[config.mk]
export PLATFORM = sky130hd
export DESIGN_NAME = burst_addr_gen
export DESIGN_NICKNAME = d
export VERILOG_FILES = /design/src/rtl/burst_addr_pkg.sv /design/src/rtl/burst_addr_ctl.sv /design/src/rtl/burst_addr_dp.sv /design/src/rtl/burst_addr_gen.sv
export SDC_FILE = /design/constraint.sdc
export NUM_CORES = 1
export LEC_CHECK = 0
export ABC_AREA = 1
export BUFFER_PORTS_ARGS = -buffer_cell sky130_fd_sc_hd__buf_2
export CAP_MARGIN = 20
export CORE_MARGIN = 2
export CORE_UTILIZATION = 49
export DETAILED_ROUTE_END_ITERATION = 6
export PLACE_DENSITY_LB_ADDON = 0.3
export REMOVE_ABC_BUFFERS = 1
export SLEW_MARGIN = 20
export SYNTH_ARGS = -nofsm -noshare
export SYNTH_HDL_FRONTEND = slang
export SYNTH_SLANG_ARGS = --single-unit
[constraint.sdc]
create_clock -name clk -period 1.7 [get_ports clk]
set_input_delay 0.17 -clock clk [delete_from_list [all_inputs] [get_ports clk]]
set_output_delay 0.17 -clock clk [all_outputs]
set_load 0.01 [all_outputs]
[src/rtl/burst_addr_pkg.sv]
package burst_addr_pkg;
  localparam int BEAT_W = 2;

  typedef struct packed {
    logic load;
    logic step;
  } burstCtl_t;
endpackage

[src/rtl/burst_addr_ctl.sv]
module burst_addr_ctl
  import burst_addr_pkg::*;
(
  input  logic      startProc,
  input  logic      startCache,
  input  logic      advance,
  output burstCtl_t ctl
);
  // A start from either master wins over an advance on the same edge.
  always_comb begin
    ctl.load = startProc | startCache;
    ctl.step = advance & ~(startProc | startCache);
  end
endmodule

[src/rtl/burst_addr_dp.sv]
module burst_addr_dp
  import burst_addr_pkg::*;
#(
  parameter int ADDR_W = 19
) (
  input  logic              clk,
  input  logic              rstN,
  input  burstCtl_t         ctl,
  input  logic              modeInterleave,
  input  logic [ADDR_W-1:0] addrIn,
  output logic [ADDR_W-1:0] burstAddr
);
  localparam int UPPER_W = ADDR_W - BEAT_W;

  logic [ADDR_W-1:0] baseReg;
  logic [BEAT_W-1:0] countReg;
  logic [BEAT_W-1:0] beatBits;

  always_ff @(posedge clk or negedge rstN) begin
    if (!rstN) begin
      baseReg  <= '0;
      countReg <= '0;
    end else if (ctl.load) begin
      baseReg  <= addrIn;
      countReg <= '0;
    end else if (ctl.step) begin
      countReg <= countReg + 1'b1;
    end
  end

  always_comb begin
    if (modeInterleave) beatBits = baseReg[BEAT_W-1:0] ^ countReg;
    else                beatBits = baseReg[BEAT_W-1:0] + countReg;
  end

  assign burstAddr = {baseReg[ADDR_W-1:BEAT_W], beatBits};

  a_r2_load_capture: assert property (@(posedge clk) disable iff (!rstN)
    ctl.load |=> baseReg == $past(addrIn));

  a_r8_load_clears_count: assert property (@(posedge clk) disable iff (!rstN)
    ctl.load |=> countReg == '0);

  a_r6_hold_idle: assert property (@(posedge clk) disable iff (!rstN)
    (!ctl.load && !ctl.step) |=> ($stable(countReg) && $stable(baseReg)));

  a_r7_upper_fixed: assert property (@(posedge clk) disable iff (!rstN)
    !ctl.load |=> $stable(burstAddr[ADDR_W-1:BEAT_W]));

  a_r4_step_by_one: assert property (@(posedge clk) disable iff (!rstN)
    ctl.step |=> countReg == BEAT_W'($past(countReg) + 1'b1));

  a_r5_interleave_start: assert property (@(posedge clk) disable iff (!rstN)
    (ctl.load && modeInterleave) |=> (!modeInterleave ||
      burstAddr[BEAT_W-1:0] == $past(addrIn[BEAT_W-1:0])));
endmodule

[src/rtl/burst_addr_gen.sv]
module burst_addr_gen
  import burst_addr_pkg::*;
#(
  parameter int ADDR_W = 19
) (
  input  logic              clk,
  input  logic              rstN,
  input  logic              startProc,
  input  logic              startCache,
  input  logic              advance,
  input  logic              modeInterleave,
  input  logic [ADDR_W-1:0] addrIn,
  output logic [ADDR_W-1:0] burstAddr
);
  burstCtl_t ctl;

  burst_addr_ctl u_ctl (
    .startProc (startProc),
    .startCache(startCache),
    .advance   (advance),
    .ctl       (ctl)
  );

  burst_addr_dp #(.ADDR_W(ADDR_W)) u_dp (
    .clk           (clk),
    .rstN          (rstN),
    .ctl           (ctl),
    .modeInterleave(modeInterleave),
    .addrIn        (addrIn),
    .burstAddr     (burstAddr)
  );
endmodule

### Word-level counts from Yosys, hierarchy flattened

Cells that the tools add are included.

* register bits after elaboration: 21
* output and inout bits: 19

* bitwise gates (word level): 4
* reduce and logical (&&, ||, !) cells: 1
* mux-type cells: 3
* $add $sub $neg: 2

Operators by type and width (count)
* $mux W2: 3
* $add A2 B1 Y2 const B: 1
* $add A2 B2 Y2: 1
* $reduce_bool A2 Y1: 1
* $xor A2 B2 Y2: 1
* $and A1 B1 Y1: 1
* $not A1 Y1: 1
* $or A1 B1 Y1: 1

### Depth between registers and ports, before layout

* depth in word-level cells: 5
* mapped depth: 6

### By module

From an unflattened synthesis, not the netlist that was laid out.

* cell total of the unflattened synthesis: 126
* area total of the unflattened synthesis: 1033.5 µm²

By module, submodules not included
* burst_addr_dp: cells each 121, sequential area each 525.5 µm², area each 1009.7 µm², times used 1
* burst_addr_ctl: cells each 5, sequential area each 0.0 µm², area each 23.8 µm², times used 1

### Least setup slack after synthesis

Ideal clock, no wire load.

* path type: register to output
* from: register u_dp.countReg[0]
* to: output burstAddr[1]
* arrival: 838 ps
* slack: 692 ps
* cell stages (with the launch flop): 7
* data required time: 1530 ps
* cells stage by stage: dfrtp_1 > ha_1 > inv_1 > nor2_1 > nand3_1 > nand2_1 > inv_1

* cells in the longest elaborated chain, start to end: 2

Ends and longest elaborated chain
* from (decl): RTL line burst_addr_dp.sv:16 `logic [BEAT_W-1:0] countReg;`
* from (signal assigned): RTL line burst_addr_dp.sv:27 `countReg <= countReg + 1'b1;`
* $add A2 B2 Y2: RTL line burst_addr_dp.sv:33 `else beatBits = baseReg[BEAT_W-1:0] + countReg;`
* $mux W2: RTL line burst_addr_dp.sv:32 `if (modeInterleave) beatBits = baseReg[BEAT_W-1:0] ^ countReg;`
* to (decl): RTL line burst_addr_gen.sv:13 `output logic [ADDR_W-1:0] burstAddr`

Every way passes these cells.

### Worst setup path after layout

Same ends and word-level chain as after synthesis.

==> metrics.md <==
| Metric | Value |
|---|---|
| Result of the run | `complete, no violations` |
| Number of antenna repair diodes | `0` |
| Pre-CTS setup slack | `0.574 ns` |
| Wirelength per Cell | `9.72 um` |
| Maximum clock path buffer count | `2` |
| Flip-flop and latch area | `526 um2` |
| Last weighted congestion value of the routability-driven placer | `0.754` |
| Area Growth Syn to Fin | `12.1%` |
| Post-route clock period utilization | `0.851` |
| Startpoint of the most critical setup path | `u_dp.countReg[0]` |
| DRC viols | `0` |
| Number of distinct standard cells referenced by the synthesized netlist | `11` |
| Horizontal die dimension | `49.7 um` |
| Total number of clock tree sinks | `21` |
| Die Height | `49.7 um` |
| Die area | `2470 um2` |
| Uppermost metal layer occupied by signal nets | `met3` |
| Total track usage | `0.150` |
| Post-synthesis instance total | `122` |
| Total count of max-transition violations in the final report | `0` |
| Met1 WL | `791 um` |
| Boundary pin count | `44` |
| Number of maximum-capacitance violations | `0` |
| End point of the worst hold path | `u_dp.baseReg[10]` |
| Number of flops mapped to enable cells by yosys | `0` |
| Critical Path AT | `1.28 ns` |
| Crit path max fanout | `3` |
| Class of the tightest hold or removal check | `primary input to flip-flop` |
| Via/cell ratio | `4.30` |
| Proportion of layout cells with a drive suffix above 1 | `0.347` |
| Worst-Margin Slew | `0.448 ns` |
| Hold path depth | `3` |
| CP Capture Type | `output port` |
| Total setup violations reported at the end of the flow | `0` |
| Synth Warn # | `0` |
| Fin worst setup slack | `0.254 ns` |
| Pwr dens | `827 nW/um2` |
| Total number of vias | `761` |
| Sequence of cells on the critical path | `ha_1 -> nand2_1 -> nand3_1 -> nand2_1 -> inv_1 -> buf_2` |
| Required time at the endpoint of the critical path | `1.53 ns` |
| Core footprint | `1960 um2` |
| Total of cells resized after clock tree synthesis | `0` |
| Count of state elements after synthesis | `21` |
| Skew-Pair Late Insertion Delay | `0.28 ns` |
| Count of hold-fix buffers inserted at cts | `1` |
| PortBufs | `43` |
| Post-route minimum period | `1.45 ns` |
| Clock-pin slew on the worst setup and hold paths | `0.11 ns` |
| Summed negative setup slack over all endpoints | `0 ns` |
| Wire length of the first global-routing pass | `2900 um` |
| Largest delay contributor family on the critical path | `flip-flops` |
| Final standard cell utilization of the core | `0.585` |
| Number of H-tree levels | `1` |
| Top_reg_cell synth | `dfrtp_1` |
| Count of buffers added by post-CTS timing repair for setup | `0` |
| TritonCTS clock tree | `built` |
| Stage delay of the slowest cell on the critical path | `0.42 ns` |
| Cell accounting for the most synthesized area | `dfrtp_1` |
| Clock Root Buffer | `clkbuf_4` |
| Leakage dissipation | `0.681 nW` |
| Hold path startpoint | `addrIn[10]` |
| Sum of routed wire length over all layers | `1720 um` |
| # fillers | `190` |
| Commonest cells post-synth | `62 x nand2_1, 21 x dfrtp_1, 18 x buf_4` |
| Met2 routed WL | `859 um` |
| Depth of the worst register-to-register path | `4` |
| Clock Skew | `0.000459 ns` |
| Total area of multi-input combinational cells | `303 um2` |
| Placement Rows | `16` |
| Final hold violation count | `0` |
| Post-synthesis average cell area | `8.39 um2` |
| End of the worst register-to-register path | `u_dp.countReg[1]` |
| DP Wirelength | `1250 um` |
| Number of nets with antenna violations after detailed routing | `0` |
| Post-synth ARST share | `1.00` |
| Total buffers and inverters traversed by the critical path | `2` |
| Share of the synthesized area in the top cell type | `0.513` |
| Setup repair after global routing missed its margin | `no` |
| Most common cell in the netlist | `nand2_1` |
| DR iter-0 viols | `4` |
| Worst Path Class, Setup | `flip-flop to output port` |
| Layout Nets | `177` |
| Cell types with the largest area share after synthesis | `dfrtp_1 51%, nand2_1 23%, buf_4 13%` |
| Post-synthesis cell area | `1020 um2` |
| Length of routed met3 wiring | `71 um` |
| Number of global-route vias before repair | `708` |
| Peak supply drop | `0.486 mV` |
| Most numerous cell on the critical path | `nand2_1` |
| Critical Path Slowest Stage Cell | `dfrtp_1` |
| Maximum number of pins on one net before global-route repair | `22` |
| Reg-to-Reg Start | `u_dp.countReg[0]` |
| TritonRoute pass-1 iters | `2` |
| Fmax | `691 MHz` |
| Starting density of the core | `0.522` |
| Setup slack of the worst register-to-register path | `0.88 ns` |
| Initial antenna violation count | `0` |
| Nature of the critical path startpoint | `flip-flop` |
| Sequential cell area fraction in the yosys report | `0.513` |
| Residual overflow from global routing | `0` |
| Clock buffer count from CTS | `3` |
| Remaining max-slew budget at the tightest pin | `0.701` |
==> metrics by stage <==
| step | hold WS, ns | instances | instance area, um2 | power (mW) |
|---|---|---|---|---|
| after global placement | 0.141 | 172 | 1110 | 0.732 |
| after floorplan | -0.126 | 101 | 855 | 0.646 |
| after detailed placement | 0.144 | 172 | 1110 | 0.736 |
| after global routing | 0.0586 | 177 | 1150 | 1.01 |
| after CTS | 0.0583 | 177 | 1150 | 0.965 |
| final | 0.0697 | 177 | 1150 | 0.949 |
==> per-layer routing <==
layer,up-vias,GRT usage
li1,403,-
met1,342,0.176
met2,16,0.273
met3,0,0.0333
met4,0,0.0417
met5,-,0
==> where the power goes <==
| part | internal, mW | switching [mW] |
|---|---|---|
| Sequential | 0.538 | 0.0203 |
| Clock | 0.0910 | 0.134 |
| Combinational | 0.0720 | 0.0943 |
==> cells in the final DEF (no fill, tap or decap) <==
cell type,instances
nand3_1,2
inv_1,6
buf_2,43
clkbuf_1,1
dlygate4sd3_1,1
ha_1,1
inv_2,1
clkbuf_4,3
buf_4,1
o21ai_2,3
nor2_1,4
nor2_2,1
dfrtp_1,21
nand2_1,62
==> state kept, by name (all words and copies together), names as in the netlist <==
| signal | count |
|---|---|
| u_dp.baseReg | 19 |
| u_dp.countReg | 2 |
==> worst max path at each step <==
stage	endpoint	slack [ns]	depth (start not counted)
final	burstAddr[1]	0.25	6
after detailed placement	burstAddr[1]	0.57	6
after floorplan	u_dp.baseReg[1]	0.51	4
after global routing	burstAddr[1]	0.13	7
after CTS	burstAddr[1]	0.24	6
after global placement	burstAddr[1]	0.59	6
==> final cells by class <==
| class | instances | area share |
|---|---|---|
| sequential | 21 | 0.458 |
| multi-input combinational | 73 | 0.264 |
| timing repair buffer | 45 | 0.203 |
| tap | 27 | 0.0294 |
| clock buffer | 4 | 0.0229 |
| inverter | 7 | 0.0229 |
==> worst min-delay path: stages <==
cell	delay, ns
buf_2	0.07
nand2_1	0.04
nand2_1	0.04
==> kinds of logic (layout without fill, tap and decap cells) <==
kind of cell | after synthesis | count (layout) | synth area share
DFF | 21 | 21 | 0.513
and+or+nand+nor | 69 | 69 | 0.258
adders and majority gates | 1 | 1 | 0.0122
buffers and inverters | 28 | 56 | 0.191
AOI/OAI and AO/OA | 3 | 3 | 0.0257
Note: power is estimated with default switching activity, not from simulation.
